<file path="config.mk">
export PLATFORM = sky130hd
export DESIGN_NAME = dkc_iot_decoder
export DESIGN_NICKNAME = d
export VERILOG_FILES = /design/src/rtl/dkc_pkg.sv /design/src/rtl/dkc_op_decode.sv /design/src/rtl/dkc_drive_probe.sv /design/src/rtl/dkc_status_unit.sv /design/src/rtl/dkc_launch_issue.sv /design/src/rtl/dkc_iot_decoder.sv
export SDC_FILE = /design/constraint.sdc
export NUM_CORES = 1
export LEC_CHECK = 0
export BUFFER_PORTS_ARGS = -buffer_cell sky130_fd_sc_hd__buf_4
export CORE_MARGIN = 3
export CORE_UTILIZATION = 47
export CTS_BUF_LIST = sky130_fd_sc_hd__clkbuf_4 sky130_fd_sc_hd__clkbuf_8
export DETAILED_ROUTE_END_ITERATION = 16
export GPL_TIMING_DRIVEN = 0
export PLACE_DENSITY = 0.79
export SLEW_MARGIN = 20
export SYNTH_ARGS = -nofsm -noshare
export SYNTH_HDL_FRONTEND = slang
export SYNTH_HIERARCHICAL = 1
export SYNTH_SLANG_ARGS = --single-unit
</file>
<file path="constraint.sdc">
create_clock -name clk -period 1.42 [get_ports clk]
set_input_delay 0.284 -clock clk [delete_from_list [all_inputs] [get_ports clk]]
set_output_delay 0.284 -clock clk [all_outputs]
set_load 0.02 [all_outputs]
</file>
<file path="src/rtl/dkc_pkg.sv">
package dkc_pkg;
  localparam int WORD_W     = 12;
  localparam int FUNC_LSB   = 9;
  localparam int FUNC_W     = 3;
  localparam int IE_BIT     = 8;
  localparam int SEL_LSB    = 1;
  localparam int CYHI_BIT   = 0;
  localparam int DA_CYL_LSB = 5;
  localparam int CYL_W      = 1 + WORD_W - DA_CYL_LSB;

  localparam int ST_DONE    = 11;
  localparam int ST_HMOV    = 10;
  localparam int ST_NRDY    = 7;
  localparam int ST_BUSYERR = 6;

  localparam logic [WORD_W-1:0] ERR_MASK  = 12'o0177;
  localparam logic [WORD_W-1:0] ATTN_MASK = ERR_MASK | (WORD_W'(1) << ST_DONE);
  localparam logic [FUNC_W-1:0] FN_SEEK   = 3'd3;

  typedef enum logic [2:0] {
    OP_NONE     = 3'd0,
    OP_SKIP     = 3'd1,
    OP_CLEAR    = 3'd2,
    OP_LOAD_GO  = 3'd3,
    OP_LOAD_MA  = 3'd4,
    OP_PROBE    = 3'd5,
    OP_LOAD_CMD = 3'd6,
    OP_SPARE    = 3'd7
  } iot_op_e;

  typedef enum logic [1:0] {
    CLR_STATUS     = 2'd0,
    CLR_CONTROL    = 2'd1,
    CLR_DRIVE      = 2'd2,
    CLR_STATUS_ALT = 2'd3
  } clr_mode_e;

  typedef struct packed {
    logic attn_skip;
    logic clr_sta;
    logic refuse;
    logic clr_ctl;
    logic ld_da;
    logic ld_ma;
    logic ld_cmd;
    logic probe;
    logic go_xfer;
    logic go_recal;
  } iot_ctl_t;
endpackage

</file>
<file path="src/rtl/dkc_op_decode.sv">
module dkc_op_decode
  import dkc_pkg::*;
(
  input  logic             valid,
  input  logic [2:0]       op,
  input  logic [1:0]       mode,
  input  logic             busy,
  output iot_ctl_t         ctl
);
  always_comb begin
    ctl = '0;
    if (valid) begin
      case (iot_op_e'(op))
        OP_SKIP: ctl.attn_skip = 1'b1;
        OP_CLEAR: begin
          ctl.clr_sta = 1'b1;
          case (clr_mode_e'(mode))
            CLR_STATUS:  ctl.refuse = busy;
            CLR_CONTROL: ctl.clr_ctl = 1'b1;
            CLR_DRIVE: begin
              ctl.refuse   = busy;
              ctl.go_recal = !busy;
            end
            default: ;
          endcase
        end
        OP_LOAD_GO: begin
          ctl.refuse  = busy;
          ctl.ld_da   = !busy;
          ctl.go_xfer = !busy;
        end
        OP_LOAD_MA: begin
          ctl.refuse = busy;
          ctl.ld_ma  = !busy;
        end
        OP_PROBE: ctl.probe = 1'b1;
        OP_LOAD_CMD: begin
          ctl.refuse  = busy;
          ctl.ld_cmd  = !busy;
          ctl.clr_sta = !busy;
        end
        default: ;
      endcase
    end
  end
endmodule

</file>
<file path="src/rtl/dkc_drive_probe.sv">
module dkc_drive_probe #(
  parameter int NUM_DRIVES = 4,
  localparam int SEL_W = $clog2(NUM_DRIVES)
) (
  input  logic [SEL_W-1:0]      sel,
  input  logic [NUM_DRIVES-1:0] attached,
  input  logic [NUM_DRIVES-1:0] active,
  output logic                  sel_attached,
  output logic                  sel_active
);
  logic [NUM_DRIVES-1:0] hit;

  for (genvar g = 0; g < NUM_DRIVES; g++) begin : g_hit
    assign hit[g] = (sel == SEL_W'(g));
  end

  assign sel_attached = |(hit & attached);
  assign sel_active   = |(hit & active);
endmodule

</file>
<file path="src/rtl/dkc_status_unit.sv">
module dkc_status_unit
  import dkc_pkg::*;
(
  input  logic              clk,
  input  logic              rst_n,
  input  logic              clr_sta,
  input  logic              refuse,
  input  logic              clr_ctl,
  input  logic              probe,
  input  logic              sel_attached,
  input  logic              sel_active,
  input  logic [WORD_W-1:0] ext_set,
  input  logic              busy_set,
  input  logic              busy_clr,
  input  logic              irq_en_next,
  output logic [WORD_W-1:0] sta_q,
  output logic [WORD_W-1:0] sta_next,
  output logic              busy_q,
  output logic              irq_q
);
  logic busy_next;
  logic irq_next;

  always_comb begin
    sta_next = sta_q;
    if (clr_sta) sta_next = '0;
    if (refuse)  sta_next[ST_BUSYERR] = 1'b1;
    if (probe) begin
      sta_next[ST_NRDY] = !sel_attached;
      sta_next[ST_HMOV] = sel_active;
    end
    sta_next = sta_next | ext_set;
  end

  always_comb begin
    busy_next = (busy_q && !busy_clr) || busy_set;
    if (clr_ctl) busy_next = 1'b0;
  end

  assign irq_next = (|(sta_next & ATTN_MASK)) && irq_en_next;

  always_ff @(posedge clk or negedge rst_n) begin
    if (!rst_n) begin
      sta_q  <= '0;
      busy_q <= 1'b0;
      irq_q  <= 1'b0;
    end else begin
      sta_q  <= sta_next;
      busy_q <= busy_next;
      irq_q  <= irq_next;
    end
  end
endmodule

</file>
<file path="src/rtl/dkc_launch_issue.sv">
module dkc_launch_issue
  import dkc_pkg::*;
#(
  parameter int SEL_W = 2
) (
  input  logic              clk,
  input  logic              rst_n,
  input  logic              go_xfer,
  input  logic              go_recal,
  input  logic              clr_ctl,
  input  logic [FUNC_W-1:0] cmd_func,
  input  logic              cmd_cyhi,
  input  logic [SEL_W-1:0]  cmd_sel,
  input  logic [CYL_W-2:0]  ac_cyl,
  output logic              go_q,
  output logic [FUNC_W-1:0] func_q,
  output logic [CYL_W-1:0]  cyl_q,
  output logic [SEL_W-1:0]  drv_q,
  output logic              cancel_q
);
  logic              go_any;
  logic [FUNC_W-1:0] func_d;
  logic [CYL_W-1:0]  cyl_d;

  assign go_any = go_xfer || go_recal;
  assign func_d = go_recal ? FN_SEEK : cmd_func;
  assign cyl_d  = go_recal ? '0 : {cmd_cyhi, ac_cyl};

  always_ff @(posedge clk or negedge rst_n) begin
    if (!rst_n) begin
      go_q     <= 1'b0;
      func_q   <= '0;
      cyl_q    <= '0;
      drv_q    <= '0;
      cancel_q <= 1'b0;
    end else begin
      go_q     <= go_any;
      cancel_q <= clr_ctl;
      if (go_any) begin
        func_q <= func_d;
        cyl_q  <= cyl_d;
        drv_q  <= cmd_sel;
      end else begin
        func_q <= '0;
        cyl_q  <= '0;
        drv_q  <= '0;
      end
    end
  end
endmodule

</file>
<file path="src/rtl/dkc_iot_decoder.sv">
module dkc_iot_decoder
  import dkc_pkg::*;
#(
  parameter int NUM_DRIVES = 4,
  localparam int SEL_W = $clog2(NUM_DRIVES)
) (
  input  logic                  clk,
  input  logic                  rst_n,
  input  logic                  iot_valid,
  input  logic [2:0]            iot_op,
  input  logic [WORD_W-1:0]     iot_ac,
  output logic                  rsp_valid,
  output logic                  rsp_skip,
  output logic [WORD_W-1:0]     rsp_ac,
  output logic                  irq,
  input  logic [NUM_DRIVES-1:0] drv_attached,
  input  logic [NUM_DRIVES-1:0] drv_active,
  input  logic [WORD_W-1:0]     ext_sta_set,
  input  logic                  ext_busy_set,
  input  logic                  ext_busy_clr,
  output logic                  ctl_busy,
  output logic [WORD_W-1:0]     cmd_word,
  output logic [WORD_W-1:0]     disk_addr,
  output logic [WORD_W-1:0]     mem_addr,
  output logic                  go_pulse,
  output logic [FUNC_W-1:0]     go_func,
  output logic [CYL_W-1:0]      go_cyl,
  output logic [SEL_W-1:0]      go_drive,
  output logic                  cancel_all
);
  iot_ctl_t          ctl;
  logic [WORD_W-1:0] cmd_q, da_q, ma_q;
  logic [WORD_W-1:0] cmd_next;
  logic [WORD_W-1:0] sta_q, sta_next;
  logic              busy_q, irq_q;
  logic              sel_att, sel_act;
  logic              rsp_valid_q, rsp_skip_q;
  logic [WORD_W-1:0] rsp_ac_q;

  dkc_op_decode u_dec (
    .valid (iot_valid),
    .op    (iot_op),
    .mode  (iot_ac[1:0]),
    .busy  (busy_q),
    .ctl   (ctl)
  );

  dkc_drive_probe #(.NUM_DRIVES(NUM_DRIVES)) u_probe (
    .sel          (cmd_q[SEL_LSB +: SEL_W]),
    .attached     (drv_attached),
    .active       (drv_active),
    .sel_attached (sel_att),
    .sel_active   (sel_act)
  );

  always_comb begin
    cmd_next = cmd_q;
    if (ctl.clr_ctl) cmd_next = '0;
    if (ctl.ld_cmd)  cmd_next = iot_ac;
  end

  dkc_status_unit u_sta (
    .clk          (clk),
    .rst_n        (rst_n),
    .clr_sta      (ctl.clr_sta),
    .refuse       (ctl.refuse),
    .clr_ctl      (ctl.clr_ctl),
    .probe        (ctl.probe),
    .sel_attached (sel_att),
    .sel_active   (sel_act),
    .ext_set      (ext_sta_set),
    .busy_set     (ext_busy_set),
    .busy_clr     (ext_busy_clr),
    .irq_en_next  (cmd_next[IE_BIT]),
    .sta_q        (sta_q),
    .sta_next     (sta_next),
    .busy_q       (busy_q),
    .irq_q        (irq_q)
  );

  dkc_launch_issue #(.SEL_W(SEL_W)) u_go (
    .clk      (clk),
    .rst_n    (rst_n),
    .go_xfer  (ctl.go_xfer),
    .go_recal (ctl.go_recal),
    .clr_ctl  (ctl.clr_ctl),
    .cmd_func (cmd_q[FUNC_LSB +: FUNC_W]),
    .cmd_cyhi (cmd_q[CYHI_BIT]),
    .cmd_sel  (cmd_q[SEL_LSB +: SEL_W]),
    .ac_cyl   (iot_ac[WORD_W-1:DA_CYL_LSB]),
    .go_q     (go_pulse),
    .func_q   (go_func),
    .cyl_q    (go_cyl),
    .drv_q    (go_drive),
    .cancel_q (cancel_all)
  );

  always_ff @(posedge clk or negedge rst_n) begin
    if (!rst_n) begin
      cmd_q       <= '0;
      da_q        <= '0;
      ma_q        <= '0;
      rsp_valid_q <= 1'b0;
      rsp_skip_q  <= 1'b0;
      rsp_ac_q    <= '0;
    end else begin
      cmd_q <= cmd_next;
      if (ctl.clr_ctl) begin
        da_q <= '0;
        ma_q <= '0;
      end else begin
        if (ctl.ld_da) da_q <= iot_ac;
        if (ctl.ld_ma) ma_q <= iot_ac;
      end
      rsp_valid_q <= iot_valid;
      rsp_skip_q  <= ctl.attn_skip && (|(sta_q & ATTN_MASK));
      rsp_ac_q    <= ctl.probe ? sta_next : '0;
    end
  end

  assign rsp_valid = rsp_valid_q;
  assign rsp_skip  = rsp_skip_q;
  assign rsp_ac    = rsp_ac_q;
  assign irq       = irq_q;
  assign ctl_busy  = busy_q;
  assign cmd_word  = cmd_q;
  assign disk_addr = da_q;
  assign mem_addr  = ma_q;
endmodule

</file>
==> flow_summary_export.csv, run 1 <==
group,metric,value,unit
sta,min_period,1.48,ns
yosys,synthTopCellsByArea,"dfrtp_1 64%, mux2i_1 7.7%, nor2_1 3.6%",
worst_setup_path,critPathKind,"reg -> reg",
power_and_ir_drop,powerDensity,1290,nW/um^2
detailed_routing,first_pass_iters,4,
sta,hold_viol,0,
detailed_routing,drcViolationCount,0,
run_status,violations,"negative setup slack",
worst_setup_path,cp_max_fo,10,
sta,setup_slack,-0.0612,ns
clock_tree,cts-htree-levels,3,
global_route,grt_max_degree,80,
clock_tree,cts_buffers,9,
yosys,synth_edf_count,0,
clock_tree,root_buffer,"clkbuf_8",
clock_tree,clock-sinks,79,
yosys,ys_ff_latch,79,
min_path,hold_class,"in -> async",
cells_and_area,fill_cells,478,
yosys,yosysTopAreaCellShare,0.635,
cells_and_area,layout_commonest_cell,"buf_4",
yosys,syn_area_per_cell,13.6,um^2
floorplanning,initial_core_util,0.487,
clock_tree,clk_path_buf_depth,2,
placement,gp_congestion,0.761,
placement,place_inst,412,
yosys,synth.cell_area,3110,um^2
detailed_routing,final_antenna_net_count,0,
detailed_routing,totalWireLength,7530,um
yosys,yosysSeqAreaShare,0.635,
cells_and_area,final_cells,445,
yosys,synth_cells,229,
power_and_ir_drop,finalPower,5.75,mW
global_route,grtUsageMet2,0.336,
cells_and_area,nets,403,
sta,skew,0.0113,ns
yosys,async_flop_share,1.00,
global_route,grt_pass1_vias,2373,
yosys,yosysTopAreaCell,"dfrtp_1",
detailed_routing,viasPerCell,5.12,
cells_and_area,final_cell_mix,"121 x buf_4, 76 x dfrtp_1, 29 x nor2_1",
cells_and_area,finalInstanceArea,4440,um^2
cells_and_area,diodes,0,
sta,period_share,1.04,
sta,setup_tns,-0.566,ns
global_route,antenna_found_initial,0,
placement,io_buffers,106,
yosys,synth_ff_type,"dfrtp_1",
power_and_ir_drop,leakagePower,2.24,nW
floorplanning,coreArea,6390,um^2
detailed_routing,drt_iter0_drc,83,
placement,placed_cell_area,4030,um^2
global_route,overflow,0,
sta,rsz0062_at_grt,"yes",
placement,dp_hpwl,5080,um
global_route,grt_util_all_layers,0.208,
worst_setup_path,crit_path_start_kind,"flop",
detailed_routing,wl_per_cell,16.9,um
yosys,synth_fp_nets,269,
placement,dp_slack,-0.331,ns
sta,slew_violations,0,
yosys,synth.distinct_cells,37,
global_route,grtUsageMet3,0.0501,
run_status,status,"complete, but fails checks",
global_route,grt.busiest_layer,"met2",
clock_tree,cts_tree,"done",
power_and_ir_drop,peakVddDrop,0.836,mV
floorplanning,die_y,87.4,um
worst_setup_path,worstPathArrival,1.71,ns
sta,fmax,675,MHz
sta,worst_pin_slew,0.963,ns
run,cap_viol_max_count,0,
global_route,grt_pass1_wl,12000,um
global_route,met1_usage,0.272,
yosys,ys_warn_count,6,
clock_tree,ctsHoldBuffers,0,
worst_setup_path,reg2regPathDepth,5,
floorplanning,die_x,87.4,um
worst_setup_path,crit_required,1.65,ns
cells_and_area,syn2layout_area_growth,42.8,%
floorplanning,ios,107,
cells_and_area,drive_gt1_frac,0.489,
sta,setup_viol,13,
sta,maxSlewHeadroom,0.358,
clock_tree,clkLatencyLatePin,0.35,ns
floorplanning,row_count,29,
floorplanning,die_area,7630,um^2
worst_setup_path,crit_path_end_kind,"flop",
clock_tree,path_clk_slew,0.08,ns
detailed_routing,dr_total_vias,2279,
## through the flow
stage / util / hold slack [ns]
2_1_floorplan: - / -0.0116
3_3_place_gp: 0.632 / 0.447
3_5_place_dp: 0.632 / 0.448
4_1_cts: 0.689 / 0.0935
5_1_grt: 0.696 / 0.0847
6_report: 0.696 / 0.0862
## kinds of logic (layout without fill, tap and decap cells)
family | count (synthesis) | count (layout) | synth area share
AO/OA/AOI/OAI | 35 | 35 | 0.0909
AND/OR/NAND/NOR | 75 | 75 | 0.146
flip-flops | 79 | 79 | 0.635
multiplexers | 26 | 26 | 0.0941
buffers and inverters | 14 | 153 | 0.0334
## path summary, 6_finish.rpt
check	from	endpoint	slack, ns
worst min register to register	u_sta/sta_q[8]	u_sta/sta_q[8]	0.48
worst max-delay path	u_sta/busy_q	mem_addr[7]	-0.06
worst max register to register	u_sta/busy_q	mem_addr[7]	-0.06
min in group clk	iot_valid	rsp_valid	0.10
worst min-delay path	rst_n	rsp_valid	0.09
max in group asynchronous	rst_n	cmd_word[2]	0.65
## state kept, by name (all words and copies together), names as in the netlist
name           count
cmd_word          12
disk_addr         12
mem_addr          12
rsp_ac            12
u_sta/sta_q       12
u_go/cyl_q         8
u_go/func_q        3
u_go/drv_q         2
rsp_skip           1
rsp_valid          1
u_go/cancel_q      1
u_go/go_q          1
u_sta/busy_q       1
u_sta/irq_q        1
## cell type report
type,instances,area [um^2],area share
repair buffers,126,973,0.219
plain buffers,8,78.8,0.0177
inverters,3,13.8,0.00310
well taps,77,96.3,0.0217
clock buffers,9,124,0.0279
flip-flops and latches,79,1980,0.446
multi-input cells,136,1080,0.244
clock inverters,7,95.1,0.0214
## Yosys cell counts, drive strengths merged (2+ instances only)
cell type,n
nand2,3
nand3b,2
a21o,13
and3b,9
buf,10
nor4,5
a22o,12
a21oi,4
and2,12
inv,3
o21a,2
nor3,2
nand3,2
nor2,31
mux2i,24
nand2b,4
dfrtp,79
mux4,2
## repair_timing
item,in CTS,in global routing
pin swaps,6,5
setup buffers,17,3
endpoints found under the setup margin,29,44
hold endpoints to repair,0,0
cloned,0,0
gates resized for setup,6,9
## report_power, final
| part | switching [mW] | internal, mW |
|---|---|---|
| Clock | 0.841 | 0.993 |
| Combinational | 0.659 | 0.582 |
| Sequential | 0.169 | 2.50 |
| Total | 1.67 | 4.08 |
## metal layers
metal / part of all wire / vias to the layer above
met2: 0.51 / 63
li1: - / 1067
met1: 0.42 / 1141
met4: 0.016 / 0
met5: 0 / -
met3: 0.052 / 8
## worst max-delay path, cell delays in order (launching register included)
cell and delay (ns):
dfrtp_2 0.47, nand2b_4 0.19, nor3b_4 0.24, buf_6 0.21, mux2i_1 0.22, nor2_1 0.05
No activity file was read; power rests on OpenSTA's default activity.
==> inputs of run 2 (changes only) <==
CORE_UTILIZATION = 52   (was 47)
PLACE_DENSITY = 0.82   (was 0.79)
clock period = 1.4 ns   (was 1.42 ns; I/O delays follow)
==> flow_summary_export.csv, run 2 (synthesized netlist as in run 1, its figures left out) <==
group,metric,value,unit
run_status,status,"complete, but fails checks",
run_status,violations,"negative setup slack",
sta,setup_slack,-0.105,ns
power_and_ir_drop,swShare,0.274,
power_and_ir_drop,leakagePower,2.26,nW
cells_and_area,fill_cells,365,
power_and_ir_drop,finalPower,5.99,mW
cells_and_area,post-route-util,0.794,
floorplanning,die_x,83.4,um
power_and_ir_drop,p_int,4.35,mW
detailed_routing,totalWireLength,7860,um
floorplanning,die_y,83.4,um
detailed_routing,dr_total_vias,2346,
power_and_ir_drop,pwr-share-comb,0.210,
sta,hold_viol,0,
floorplanning,row_count,27,
worst_setup_path,slowest_stage,"dfrtp_2",
clock_tree,clock-sinks,79,
worst_setup_path,crit_required,1.12,ns
cells_and_area,syn2layout_area_growth,43.9,%
clock_tree,root_buffer,"clkbuf_8",
cells_and_area,drive_gt1_frac,0.489,
sta,setup_viol,42,
clock_tree,clkLatencyLatePin,0.33,ns
detailed_routing,drt_iter0_drc,105,
clock_tree,cts_tree,"done",
global_route,grt_pass1_wl,12200,um
global_route,overflow,0,
global_route,grt_max_degree,80,
placement,io_buffers,106,
worst_setup_path,path_cells,"buf_4, buf_4, buf_4",
placement,gp_congestion,0.756,
detailed_routing,wl_per_cell,17.9,um
cells_and_area,final_cells,440,
worst_setup_path,crit_path_end_kind,"output port",
cells_and_area,nets,403,
power_and_ir_drop,seq_power_share,0.453,
sta,worst_pin_slew,0.962,ns
placement,dp_hpwl,5160,um
power_and_ir_drop,power.clock.fraction,0.337,
worst_setup_path,cpMostUsedCell,"buf_4",
sta,maxSlewHeadroom,0.358,
floorplanning,die_area,6950,um^2
cells_and_area,final_cell_mix,"121 x buf_4, 76 x dfrtp_1, 29 x nor2_1",
placement,place_inst,407,
cells_and_area,diodes,0,
sta,period_share,1.07,
worst_setup_path,cp_max_fo,5,
cells_and_area,layout_commonest_cell,"buf_4",
clock_tree,path_clk_slew,0.08,ns
worst_setup_path,critPathKind,"reg -> out",
sta,rsz0062_at_grt,"yes",
global_route,grt_util_all_layers,0.222,
placement,dp_slack,-0.365,ns
detailed_routing,final_antenna_net_count,0,
detailed_routing,drcViolationCount,0,
clock_tree,clk_path_buf_depth,2,
clock_tree,cts-htree-levels,3,
worst_setup_path,worstPathArrival,1.22,ns
global_route,antenna_found_initial,0,
worst_setup_path,path_buf_inv,3,
detailed_routing,viasPerCell,5.33,
floorplanning,initial_core_util,0.552,
power_and_ir_drop,peakVddDrop,0.978,mV
clock_tree,cts_buffers,9,
worst_setup_path,worstSetupStartpoint,"u_sta/busy_q",
min_path,hold_class,"in -> async",
run,cap_viol_max_count,0,
detailed_routing,first_pass_iters,4,
worst_setup_path,crit_path_start_kind,"flop",
sta,skew,0.00807,ns
worst_setup_path,crit_family,"flip-flops",
worst_setup_path,cpPeakStageDelay,0.46,ns
sta,slew_violations,0,
floorplanning,coreArea,5640,um^2
floorplanning,ios,107,
global_route,grt_pass1_vias,2392,
sta,setup_tns,-2.23,ns
power_and_ir_drop,power_switching,1.64,mW
sta,fmax,664,MHz
sta,min_period,1.50,ns
worst_setup_path,timing.rr.start,"u_sta/busy_q",
power_and_ir_drop,powerDensity,1340,nW/um^2
run 2: cell count changes in the layout (fill, tap and decap cells not counted):
cell	delta
mux2i_2	+1
inv_6	-1
bufinv_16	+1
clkbuf_4	+2
clkinv_2	-2
clkbuf_16	+1
nor4_2	+1
mux4_2	-1
mux4_1	+1
nor4_4	-1
buf_6	-1
mux2i_1	-1
run 2: cell type report:
cell class | instances | area (um^2) | share of cell area
Sequential cell | 79 | 1980 | 0.442
Multi-Input combinational cell | 136 | 1080 | 0.241
Timing Repair Buffer | 124 | 968 | 0.216
Clock buffer | 11 | 139 | 0.0310
Clock inverter | 5 | 106 | 0.0238
Buffer | 10 | 97.6 | 0.0218
Tap cell | 72 | 90.1 | 0.0201
Inverter | 3 | 13.8 | 0.00307
run 2: path summary, 6_finish.rpt:
check	to	slack, ns	cells after the start
setup / recovery	ctl_busy	-0.10	3
setup reg to reg	mem_addr[5]	-0.10	5
max in group asynchronous	u_sta/busy_q	0.62	1
hold reg to reg	u_sta/sta_q[9]	0.47	1
hold / removal	u_go/func_q[0]	0.09	1
min in group clk	rsp_valid	0.11	1
run 2: power by group through the flow:
stage,registers (mW),logic [mW],clock network (mW)
detailed placement,2.76,1.22,0
floorplan,3.02,0.291,0
global route,2.74,1.35,2.17
finish,2.72,1.26,2.02
CTS,2.71,1.25,2.05
global placement,2.75,1.19,0
run 2: metrics by stage:
step / hold WS [ns] / area [um^2]
after global routing: 0.0869 / 4480
final: 0.0852 / 4480
after CTS: 0.0986 / 4350
after detailed placement: 0.447 / 4040
after global placement: 0.440 / 4040
after floorplan: -0.0156 / 3160
run 2: repair_timing:
action / in CTS / in global routing
resized for setup: 3 / 8
hold buffers: 0 / 0
pin swaps: 5 / 4
endpoints found under the setup margin: 33 / 46
cloned: 0 / 2
buffers inserted: 7 / 9
run 2: layer usage:
metal,GRT usage,wire length [um]
met3,0.0496,425
met1,0.292,3300
met4,0.0669,58
met2,0.370,4070
met5,0,0
